## config.mk

```make
export PLATFORM = sky130hd
export DESIGN_NAME = mask_cycle_shifter
export DESIGN_NICKNAME = d
export VERILOG_FILES = /design/src/rtl/mcs_pkg.sv /design/src/rtl/mcs_cycler.sv /design/src/rtl/mcs_mask_gen.sv /design/src/rtl/mask_cycle_shifter.sv
export SDC_FILE = /design/constraint.sdc
export NUM_CORES = 1
export LEC_CHECK = 0
export BUFFER_PORTS_ARGS = -buffer_cell sky130_fd_sc_hd__buf_2
export CAP_MARGIN = 20
export CORE_UTILIZATION = 55
export CTS_CLUSTER_SIZE = 12
export DETAILED_ROUTE_END_ITERATION = 16
export GPL_ROUTABILITY_DRIVEN = 1
export HOLD_SLACK_MARGIN = 0.12
export PLACE_DENSITY = 0.85
export SETUP_SLACK_MARGIN = 0.05
export SLEW_MARGIN = 20
export SYNTH_ARGS = -nofsm -noshare
export SYNTH_HDL_FRONTEND = slang
export SYNTH_SLANG_ARGS = --single-unit
```

## constraint.sdc

```tcl
create_clock -name clk -period 2.81 [get_ports clk]
set_input_delay 0.281 -clock clk [delete_from_list [all_inputs] [get_ports clk]]
set_output_delay 0.281 -clock clk [all_outputs]
set_load 0.1 [all_outputs]
```

## src/rtl/mcs_pkg.sv

```systemverilog
package mcs_pkg;
    typedef enum logic [1:0] {
        MSK_NONE  = 2'b00,
        MSK_LEFT  = 2'b01,
        MSK_RIGHT = 2'b10,
        MSK_BOTH  = 2'b11
    } mask_mode_e;
endpackage

```

## src/rtl/mcs_cycler.sv

```systemverilog
module mcs_cycler #(
    parameter int W  = 16,
    localparam int CW = $clog2(W)
) (
    input  logic [W-1:0]  hi_word,
    input  logic [W-1:0]  lo_word,
    input  logic [CW-1:0] cnt,
    output logic [W-1:0]  cycled
);
    logic [2*W-1:0] joined;
    logic [2*W-1:0] moved;

    assign joined = {hi_word, lo_word};
    // count < W, so the top half of a plain shift equals the top half of a rotate
    assign moved  = joined << cnt;
    assign cycled = moved[2*W-1:W];
endmodule

```

## src/rtl/mcs_mask_gen.sv

```systemverilog
module mcs_mask_gen #(
    parameter int W  = 16,
    localparam int MW = $clog2(W) + 1
) (
    input  logic [MW-1:0] left_w,
    input  logic [MW-1:0] right_w,
    output logic [W-1:0]  left_m,
    output logic [W-1:0]  right_m
);
    for (genvar i = 0; i < W; i++) begin : g_bit
        // vector bit W-1 is the most significant (leftmost) position
        assign left_m[i]  = MW'(W - 1 - i) < left_w;
        assign right_m[i] = MW'(i) < right_w;
    end
endmodule

```

## src/rtl/mask_cycle_shifter.sv

```systemverilog
module mask_cycle_shifter #(
    parameter int W  = 16,
    localparam int CW = $clog2(W),
    localparam int MW = CW + 1
) (
    input  logic          clk,
    input  logic          rst_n,
    input  logic [W-1:0]  rf_word,
    input  logic [W-1:0]  t_word,
    input  logic [W-1:0]  md_word,
    input  logic          hi_src,
    input  logic          lo_src,
    input  logic [CW-1:0] cyc_cnt,
    input  logic [MW-1:0] lmask_w,
    input  logic [MW-1:0] rmask_w,
    input  logic [1:0]    mask_mode,
    input  logic          md_fill,
    output logic [W-1:0]  res_n
);
    import mcs_pkg::*;

    typedef struct packed {
        logic [W-1:0] res_n;
    } state_t;

    state_t state_d, state_q;

    logic [W-1:0] hi_word, lo_word, cycled;
    logic [W-1:0] left_m, right_m;
    mask_mode_e   mode;

    assign hi_word = hi_src ? t_word : rf_word;
    assign lo_word = lo_src ? t_word : rf_word;
    assign mode    = mask_mode_e'(mask_mode);

    mcs_cycler #(.W(W)) u_cyc (
        .hi_word (hi_word),
        .lo_word (lo_word),
        .cnt     (cyc_cnt),
        .cycled  (cycled)
    );

    mcs_mask_gen #(.W(W)) u_msk (
        .left_w  (lmask_w),
        .right_w (rmask_w),
        .left_m  (left_m),
        .right_m (right_m)
    );

    always_comb begin
        logic [W-1:0] sel_m;
        logic [W-1:0] fill;
        unique case (mode)
            MSK_NONE:  sel_m = '0;
            MSK_LEFT:  sel_m = left_m;
            MSK_RIGHT: sel_m = right_m;
            default:   sel_m = left_m | right_m;
        endcase
        fill          = md_fill ? md_word : '0;
        state_d.res_n = ~((cycled & ~sel_m) | (fill & sel_m));
    end

    always_ff @(posedge clk) begin
        if (!rst_n) state_q <= '{res_n: '1};
        else        state_q <= state_d;
    end

    assign res_n = state_q.res_n;
endmodule

```

==> results of run 1 <==
==> cell type report <==
cell class                 instances  share of cell area, %
multi-input combinational        265                   71.5
timing repair buffer              90                   13.8
sequential                        16                   9.52
tap                               70                   2.60
clock buffer                       4                   1.64
inverter                           8                  0.892
==> routing by layer <==
metal  vias up  wire length, µm  part of all wire [%]  track usage [%]
met2       206             4230                    49             52.8
li1       1421                -                     -                -
met1      1466             3280                    38             42.0
met5         -                0                     0                0
met4         0              266                   3.1             11.1
met3        26              821                   9.5             2.81
==> per-stage QoR <==
step	std cells	area, µm²	power [mW]	util (%)
floorplan	324	2930	0.774	-
global placement	449	3310	0.926	64.8
global route	453	3370	1.20	65.9
finish	453	3370	1.14	65.9
CTS	453	3370	1.13	65.9
detailed placement	449	3310	0.939	64.8
==> Yosys cell counts (3+ instances only) <==
cell type	count	area, µm²
nand2_1	32	120
nand3_1	5	25.0
clkbuf_1	20	75.1
and3_1	5	31.3
buf_2	8	40.0
a21oi_1	15	75.1
a21o_1	9	67.6
mux2i_1	17	170
a22oi_1	3	22.5
a2111oi_0	3	26.3
buf_6	4	45.0
o32ai_1	3	26.3
nor3_1	10	50.1
a31oi_1	10	62.6
a311oi_1	5	43.8
a211oi_1	5	37.5
mux4_2	41	923
dfxtp_1	16	320
inv_1	5	18.8
o22ai_1	7	43.8
o21a_1	3	22.5
nand2b_1	4	25.0
and2_1	8	50.1
o21ai_0	14	70.1
mux2_2	11	124
nor2_1	20	75.1
==> cells by family after synthesis <==
family,synth area share (%)
compound gates,24.2
buf+inv,7.00
flops,10.9
mux,43.3
simple gates,14.5
==> final timing paths <==
kind | cells past startpoint | endpoint | slack (ns)
setup / recovery | 6 | res_n[12] | 0.69
hold / removal | 2 | res_n[13] | 0.23
==> worst max-delay path, stage by stage <==
cell,delay [ns]
buf_2,0.42
buf_4,0.30
mux4_2,0.51
a211oi_1,0.40
a2111oi_0,0.12
a311oi_1,0.22
==> power by group <==
| part | leakage, nW | total, mW | switching, mW | internal (mW) |
|---|---|---|---|---|
| registers | 0.133 | 0.253 | 0.00483 | 0.248 |
| logic | 1.20 | 0.692 | 0.433 | 0.259 |
| clock network | 0.0288 | 0.199 | 0.0753 | 0.124 |
| total | 1.36 | 1.14 | 0.513 | 0.631 |
==> results.sh, run 1 <==
export IMPL_htreeDepth=1
export IMPL_final_cell_mix="buf_2, mux4_2, nand2_1, nor2_1, mux2i_1"
export IMPL_cp_startpoint="cyc_cnt[0]"
export IMPL_synth_nets=393
export IMPL_cts_buffers=3
export IMPL_syn_area_um2=2930
export IMPL_avgSynthCellArea_um2=9.05
export IMPL_endpoint_kind="flop"
export IMPL_row_count=26
export IMPL_drt_wl_total_um=8600
export IMPL_drive_above_1_share_pct=39.2
export IMPL_worstSetupPathType="input port to flop"
export IMPL_relSlewSlack_pct=60.8
export IMPL_cp_arrival_ns=2.27
export IMPL_grt_setup_unrepaired="no"
export IMPL_worstMarginPinSlew_ns=0.587
export IMPL_synthDistinctLibCells=54
export IMPL_hp_start="md_word[13]"
export IMPL_die_y_um=75.0
export IMPL_n_antenna_cell=0
export IMPL_syn_inst=324
export IMPL_crit_required_ns=2.96
export IMPL_timing_hold_violations_final=0
export IMPL_largest_register_ffs=16
export IMPL_grt_usage_pct=31.1
export IMPL_holdCritPathClass="input port to flop"
export IMPL_multi_input_area_um2=2410
export IMPL_drt_first_pass_iters=5
export IMPL_routabilityCongestion=0.957
export IMPL_die_x_um=75.0
export IMPL_vias_per_cell=6.89
export IMPL_area_delta_synth_final_pct=14.8
export IMPL_dp_slack_ns=0.451
export IMPL_via_count=3119
export IMPL_cts_resized=0
export IMPL_io_buffers=84
export IMPL_drc_errors=0
export IMPL_first_iter_violations=385
export IMPL_grt_max_degree=26
export IMPL_setup_viol=0
export IMPL_ys_seq_area_share_pct=10.9
export IMPL_drv_cap=0
export IMPL_p_leak_nw=1.36
export IMPL_whs_ns=0.233
export IMPL_clockRootBuffer="clkbuf_8"
export IMPL_regArea_um2=320
export IMPL_synthArstFlopShare_pct=0
export IMPL_crit_path_start_kind="input port"
export IMPL_nFillCells=442
export IMPL_core_um2=5110
export IMPL_layout_commonest_cell="buf_2"
export IMPL_antenna_found_initial=0
export IMPL_clk_path_buf_depth=2
export IMPL_initial_core_util_pct=57.4
export IMPL_synth_flop_cell="dfxtp_1"
export IMPL_wl_per_cell_um=19.0
export IMPL_finalWorstSetupSlack_ns=0.693
export IMPL_grt_overflow_total=0
export IMPL_cts_setup_buffers=0
export IMPL_clkSlewWorstSetupHoldPaths_ns=0.06
export IMPL_grt_pass1_vias=2702
export IMPL_yosys_warnings=0
export IMPL_cts_tree="done"
export IMPL_powerDensity_nw_per_um2=340
export IMPL_hold_buffers=0
export IMPL_period_share_pct=75.3
export IMPL_ir_worst_vdd_mv=0.216
export IMPL_crit_fanout=20
export IMPL_timing_fmax_mhz=472
export IMPL_cts_sinks=16
export IMPL_grt_pass1_wl_um=13200
export IMPL_fin_crit_ns=2.12
export IMPL_synth_edf_count=0
export IMPL_slew_viol_final=0
export IMPL_fin_tns_setup_ns=0
export IMPL_nets=453
export IMPL_ys_ff_latch=16
export IMPL_ant_nets=0
export IMPL_dieArea_um2=5630
export IMPL_hpwl_um=6740
export IMPL_status="finished, final reports clean"
export IMPL_boundaryPins=85
(Power assumes the default switching activity.)
==> run 2, diff against run 1 <==
- CORE_UTILIZATION: 55 -> 49
- PLACE_DENSITY: 0.85 -> 0.8
- clock period: 2.81 -> 1.9 ns (I/O delays scaled with it)
==> run 2 against run 1 <==
Via count increased by 1.4%. Clock power grew 49%. Wire length rose by 5.0%. Final area increased by 6.1%. Largest cell class unchanged. Highest routed layer unchanged.
==> results.sh, run 2 (synthesis gave the netlist of run 1 again) <==
export IMPL_cts_buffers=3
export IMPL_vias_per_cell=6.66
export IMPL_crit_fanout=8
export IMPL_crit_required_ns=2.08
export IMPL_drt_wl_total_um=9040
export IMPL_grt_overflow_total=0
export IMPL_first_iter_violations=289
export IMPL_holdCritPathClass="input port to flop"
export IMPL_drc_errors=0
export IMPL_largest_register_ffs=16
export IMPL_via_count=3162
export IMPL_crit_path_start_kind="input port"
export IMPL_endpoint_kind="flop"
export IMPL_p_leak_nw=1.47
export IMPL_period_share_pct=93.6
export IMPL_hpwl_um=7150
export IMPL_layout_commonest_cell="buf_2"
export IMPL_boundaryPins=85
export IMPL_instances_no_fill=475
export IMPL_cts_setup_buffers=0
export IMPL_timing_hold_violations_final=0
export IMPL_worstMarginPinSlew_ns=0.489
export IMPL_fin_tns_setup_ns=0
export IMPL_cts_resized=0
export IMPL_drt_first_pass_iters=5
export IMPL_io_buffers=84
export IMPL_antenna_found_initial=0
export IMPL_dp_slack_ns=-0.123
export IMPL_dieArea_um2=6300
export IMPL_clockRootBuffer="clkbuf_8"
export IMPL_relSlewSlack_pct=67.6
export IMPL_nets=473
export IMPL_ant_nets=0
export IMPL_powerDensity_nw_per_um2=491
export IMPL_path_cells="buf_2, buf_4, mux4_2, mux2_2, mux2i_1, o22ai_1, a31oi_1"
export IMPL_grt_pass1_vias=2853
export IMPL_setup_viol=0
export IMPL_hold_depth=2
export IMPL_cp_arrival_ns=1.95
export IMPL_grt_setup_unrepaired="yes"
export IMPL_worstSetupPathType="input port to flop"
export IMPL_row_count=27
export IMPL_hold_buffers=0
export IMPL_n_antenna_cell=0
export IMPL_cp_startpoint="cyc_cnt[0]"
export IMPL_worstHoldEndpoint="res_n[13]"
export IMPL_finalWorstSetupSlack_ns=0.122
export IMPL_slowest_stage="mux4_2"
export IMPL_hp_start="md_word[13]"
export IMPL_grt_max_degree=37
export IMPL_drive_above_1_share_pct=42.2
export IMPL_htreeDepth=1
export IMPL_die_x_um=79.4
export IMPL_grt_usage_pct=29.3
export IMPL_status="finished, final reports clean"
export IMPL_clkSlewWorstSetupHoldPaths_ns=0.06
export IMPL_cts_tree="done"
export IMPL_core_um2=5640
export IMPL_dp_cells=471
export IMPL_ir_worst_vdd_mv=0.393
export IMPL_clk_path_buf_depth=2
export IMPL_die_y_um=79.4
export IMPL_initial_core_util_pct=52.0
export IMPL_routabilityCongestion=0.928
export IMPL_cts_sinks=16
export IMPL_worst_path_largest_cell_delay_ns=0.50
export IMPL_drv_cap=0
export IMPL_fin_crit_ns=1.78
export IMPL_slew_viol_final=0
export IMPL_timing_fmax_mhz=562
export IMPL_wl_per_cell_um=19.0
export IMPL_final_cell_mix="buf_2, mux4_2, nand2_1, buf_4, nor2_1"
export IMPL_area_delta_synth_final_pct=21.8
export IMPL_grt_pass1_wl_um=14400
export IMPL_whs_ns=0.139
run 2: cell types whose count changed in the layout (fill, tap and decap cells not counted):
cell	before	now
buf_12	0	4
buf_6	0	1
buf_4	6	21
run 2: layer usage:
layer  global-route usage, %  part of all wire [%]
met1                    40.1                    40
met2                    49.1                    49
met3                    3.22                   8.8
met4                    8.18                   2.0
met5                       0                     0
run 2: how the worst max path moves through the flow:
stage / cells after the start / endpoint
2_1_floorplan: 7 / res_n[9]
3_3_place_gp: 8 / res_n[12]
3_5_place_dp: 7 / res_n[11]
4_1_cts: 7 / res_n[11]
5_1_grt: 7 / res_n[7]
6_report: 7 / res_n[10]
run 2: report_power, final:
part / internal (mW) / switching (mW) / total, mW
combinational: 0.428 / 0.654 / 1.08
sequential: 0.367 / 0.00751 / 0.374
clock: 0.184 / 0.113 / 0.297
total: 0.978 / 0.774 / 1.75
run 2: through the flow:
step / utilization [%] / power (mW) / cell area [µm²]
6_report: 63.3 / 1.75 / 3570
5_1_grt: 63.3 / 1.84 / 3570
4_1_cts: 63.3 / 1.75 / 3570
3_5_place_dp: 62.3 / 1.45 / 3510
3_3_place_gp: 62.3 / 1.43 / 3510
2_1_floorplan: - / 1.14 / 2930
run 2: cell type report:
cell class | count | area, µm²
Multi-Input combinational cell | 265 | 2410
Fill cell | 478 | 2070
Timing Repair Buffer | 110 | 669
Sequential cell | 16 | 320
Tap cell | 72 | 90.1
Clock buffer | 4 | 55.1
Inverter | 8 | 30.0
run 2: critical path, delay by kind of cell:
| family | cells | cell delay (ns) |
|---|---|---|
| buffers and inverters | 2 | 0.42 |
| AO/OA/AOI/OAI | 2 | 0.30 |
| multiplexers | 3 | 1.04 |
==> run 3, diff against run 2 <==
- BUFFER_PORTS_ARGS: -buffer_cell sky130_fd_sc_hd__buf_2 -> unset
- CORE_UTILIZATION: 49 -> 55
- DONT_BUFFER_PORTS: unset -> 1
- PLACE_DENSITY: 0.8 -> 0.74
==> run 3 against run 2 <==
Flip-flop and latch count is the same. Via count shrank 8.6%. Clock power is essentially flat. Maximum frequency grew 25%. Die area shrank 11%. Power shrank 14%. Sequential power is essentially flat. Combinational power shrank 23%. Non-clock buffer count shrank 87. Hold slack lost 0.016 ns. Final area shrank 14%.
==> results.sh, run 3 (synthesis gave the netlist of run 1 again) <==
export IMPL_multi_input_area_um2=2410
export IMPL_nFillCells=448
export IMPL_largest_register_ffs=16
export IMPL_core_um2=5110
export IMPL_vias_per_cell=7.49
export IMPL_finalWorstSetupSlack_ns=0.479
export IMPL_die_y_um=75.0
export IMPL_cts_tree="done"
export IMPL_status="finished, final reports clean"
export IMPL_cts_buffers=3
export IMPL_hpwl_um=6230
export IMPL_worstHoldEndpoint="res_n[2]"
export IMPL_dieArea_um2=5630
export IMPL_final_cell_mix="mux4_2, nand2_1, nor2_1, mux2i_1, buf_4"
export IMPL_dp_cells=376
export IMPL_wl_per_cell_um=21.3
export IMPL_grt_setup_unrepaired="no"
export IMPL_grt_pass1_wl_um=12800
export IMPL_drt_first_pass_iters=5
export IMPL_grt_max_degree=46
export IMPL_nets=386
export IMPL_grt_usage_pct=30.5
export IMPL_hp_start="md_word[2]"
export IMPL_grt_pass1_vias=2654
export IMPL_holdCritPathClass="input port to flop"
export IMPL_cp_arrival_ns=1.58
export IMPL_dp_slack_ns=0.228
export IMPL_crit_fanout=45
export IMPL_ir_worst_vdd_mv=0.281
export IMPL_drive_above_1_share_pct=24.4
export IMPL_fin_tns_setup_ns=0
export IMPL_path_cells="mux4_1, mux4_2, clkinv_1, nor3_1, a311oi_1"
export IMPL_boundaryPins=85
export IMPL_n_antenna_cell=0
export IMPL_setup_viol=0
export IMPL_worst_path_largest_cell_delay_ns=0.56
export IMPL_clk_path_buf_depth=2
export IMPL_placed_cell_area_um2=2970
export IMPL_instances_no_fill=386
export IMPL_powerDensity_nw_per_um2=488
export IMPL_regArea_um2=320
export IMPL_drc_errors=0
export IMPL_grt_overflow_total=0
export IMPL_final_util_pct=60.5
export IMPL_relSlewSlack_pct=66.3
export IMPL_crit_path_start_kind="input port"
export IMPL_via_count=2890
export IMPL_worstSetupPathType="input port to flop"
export IMPL_antenna_found_initial=0
export IMPL_routabilityCongestion=0.932
export IMPL_hold_depth=2
export IMPL_slowest_stage="mux4_1"
export IMPL_crit_required_ns=2.06
export IMPL_clkSlewWorstSetupHoldPaths_ns=0.06
export IMPL_ant_nets=0
export IMPL_worstMarginPinSlew_ns=0.502
export IMPL_area_delta_synth_final_pct=5.29
export IMPL_crit_family="multiplexers"
export IMPL_p_leak_nw=1.12
export IMPL_cts_sinks=16
export IMPL_initial_core_util_pct=57.4
export IMPL_endpoint_kind="flop"
export IMPL_cts_setup_buffers=0
export IMPL_critPathBufInv=1
export IMPL_cp_startpoint="cyc_cnt[0]"
export IMPL_htreeDepth=1
export IMPL_period_share_pct=74.8
export IMPL_layout_commonest_cell="mux4_2"
export IMPL_fin_crit_ns=1.42
export IMPL_timing_fmax_mhz=704
export IMPL_whs_ns=0.123
export IMPL_drv_cap=0
export IMPL_die_x_um=75.0
export IMPL_io_buffers=0
export IMPL_total_power_mw=1.51
export IMPL_final_area_um2=3090
export IMPL_drt_wl_total_um=8240
export IMPL_first_iter_violations=288
export IMPL_clockRootBuffer="clkbuf_8"
export IMPL_row_count=26
export IMPL_timing_hold_violations_final=0
export IMPL_slew_viol_final=0
==> run 3: routing by layer <==
layer	up-vias	track usage (%)	part of all wire, %
met5	-	0	0
met4	0	13.2	3.0
met3	22	6.02	9.6
met2	212	50.1	48
met1	1373	39.4	39
li1	1283	-	-
==> run 3: worst max-delay path by stage <==
stage	cells past startpoint	endpoint	slack, ns
finish	5	res_n[15]	0.48
global route	5	res_n[1]	0.40
CTS	5	res_n[15]	0.50
detailed placement	5	res_n[15]	0.23
global placement	5	res_n[15]	0.26
floorplan	7	res_n[9]	0.13
==> run 3: where the power goes <==
| part | total [mW] | switching [mW] | internal, mW |
|---|---|---|---|
| combinational | 0.833 | 0.473 | 0.359 |
| sequential | 0.377 | 0.00976 | 0.367 |
| clock | 0.299 | 0.115 | 0.184 |
==> run 3: area by class of cell <==
| cell class | count | share of cell area (%) |
|---|---|---|
| inverters | 8 | 0.972 |
| flip-flops and latches | 16 | 10.4 |
| well taps | 70 | 2.84 |
| repair buffers | 23 | 6.08 |
| clock buffers | 4 | 1.78 |
| multi-input cells | 265 | 78.0 |
==> run 3: what timing repair did <==
item,4_1_cts,5_1_grt
gates resized for setup,0,0
hold buffers,6,0
endpoints found under the hold margin,9,0
endpoints found under the setup margin,0,0
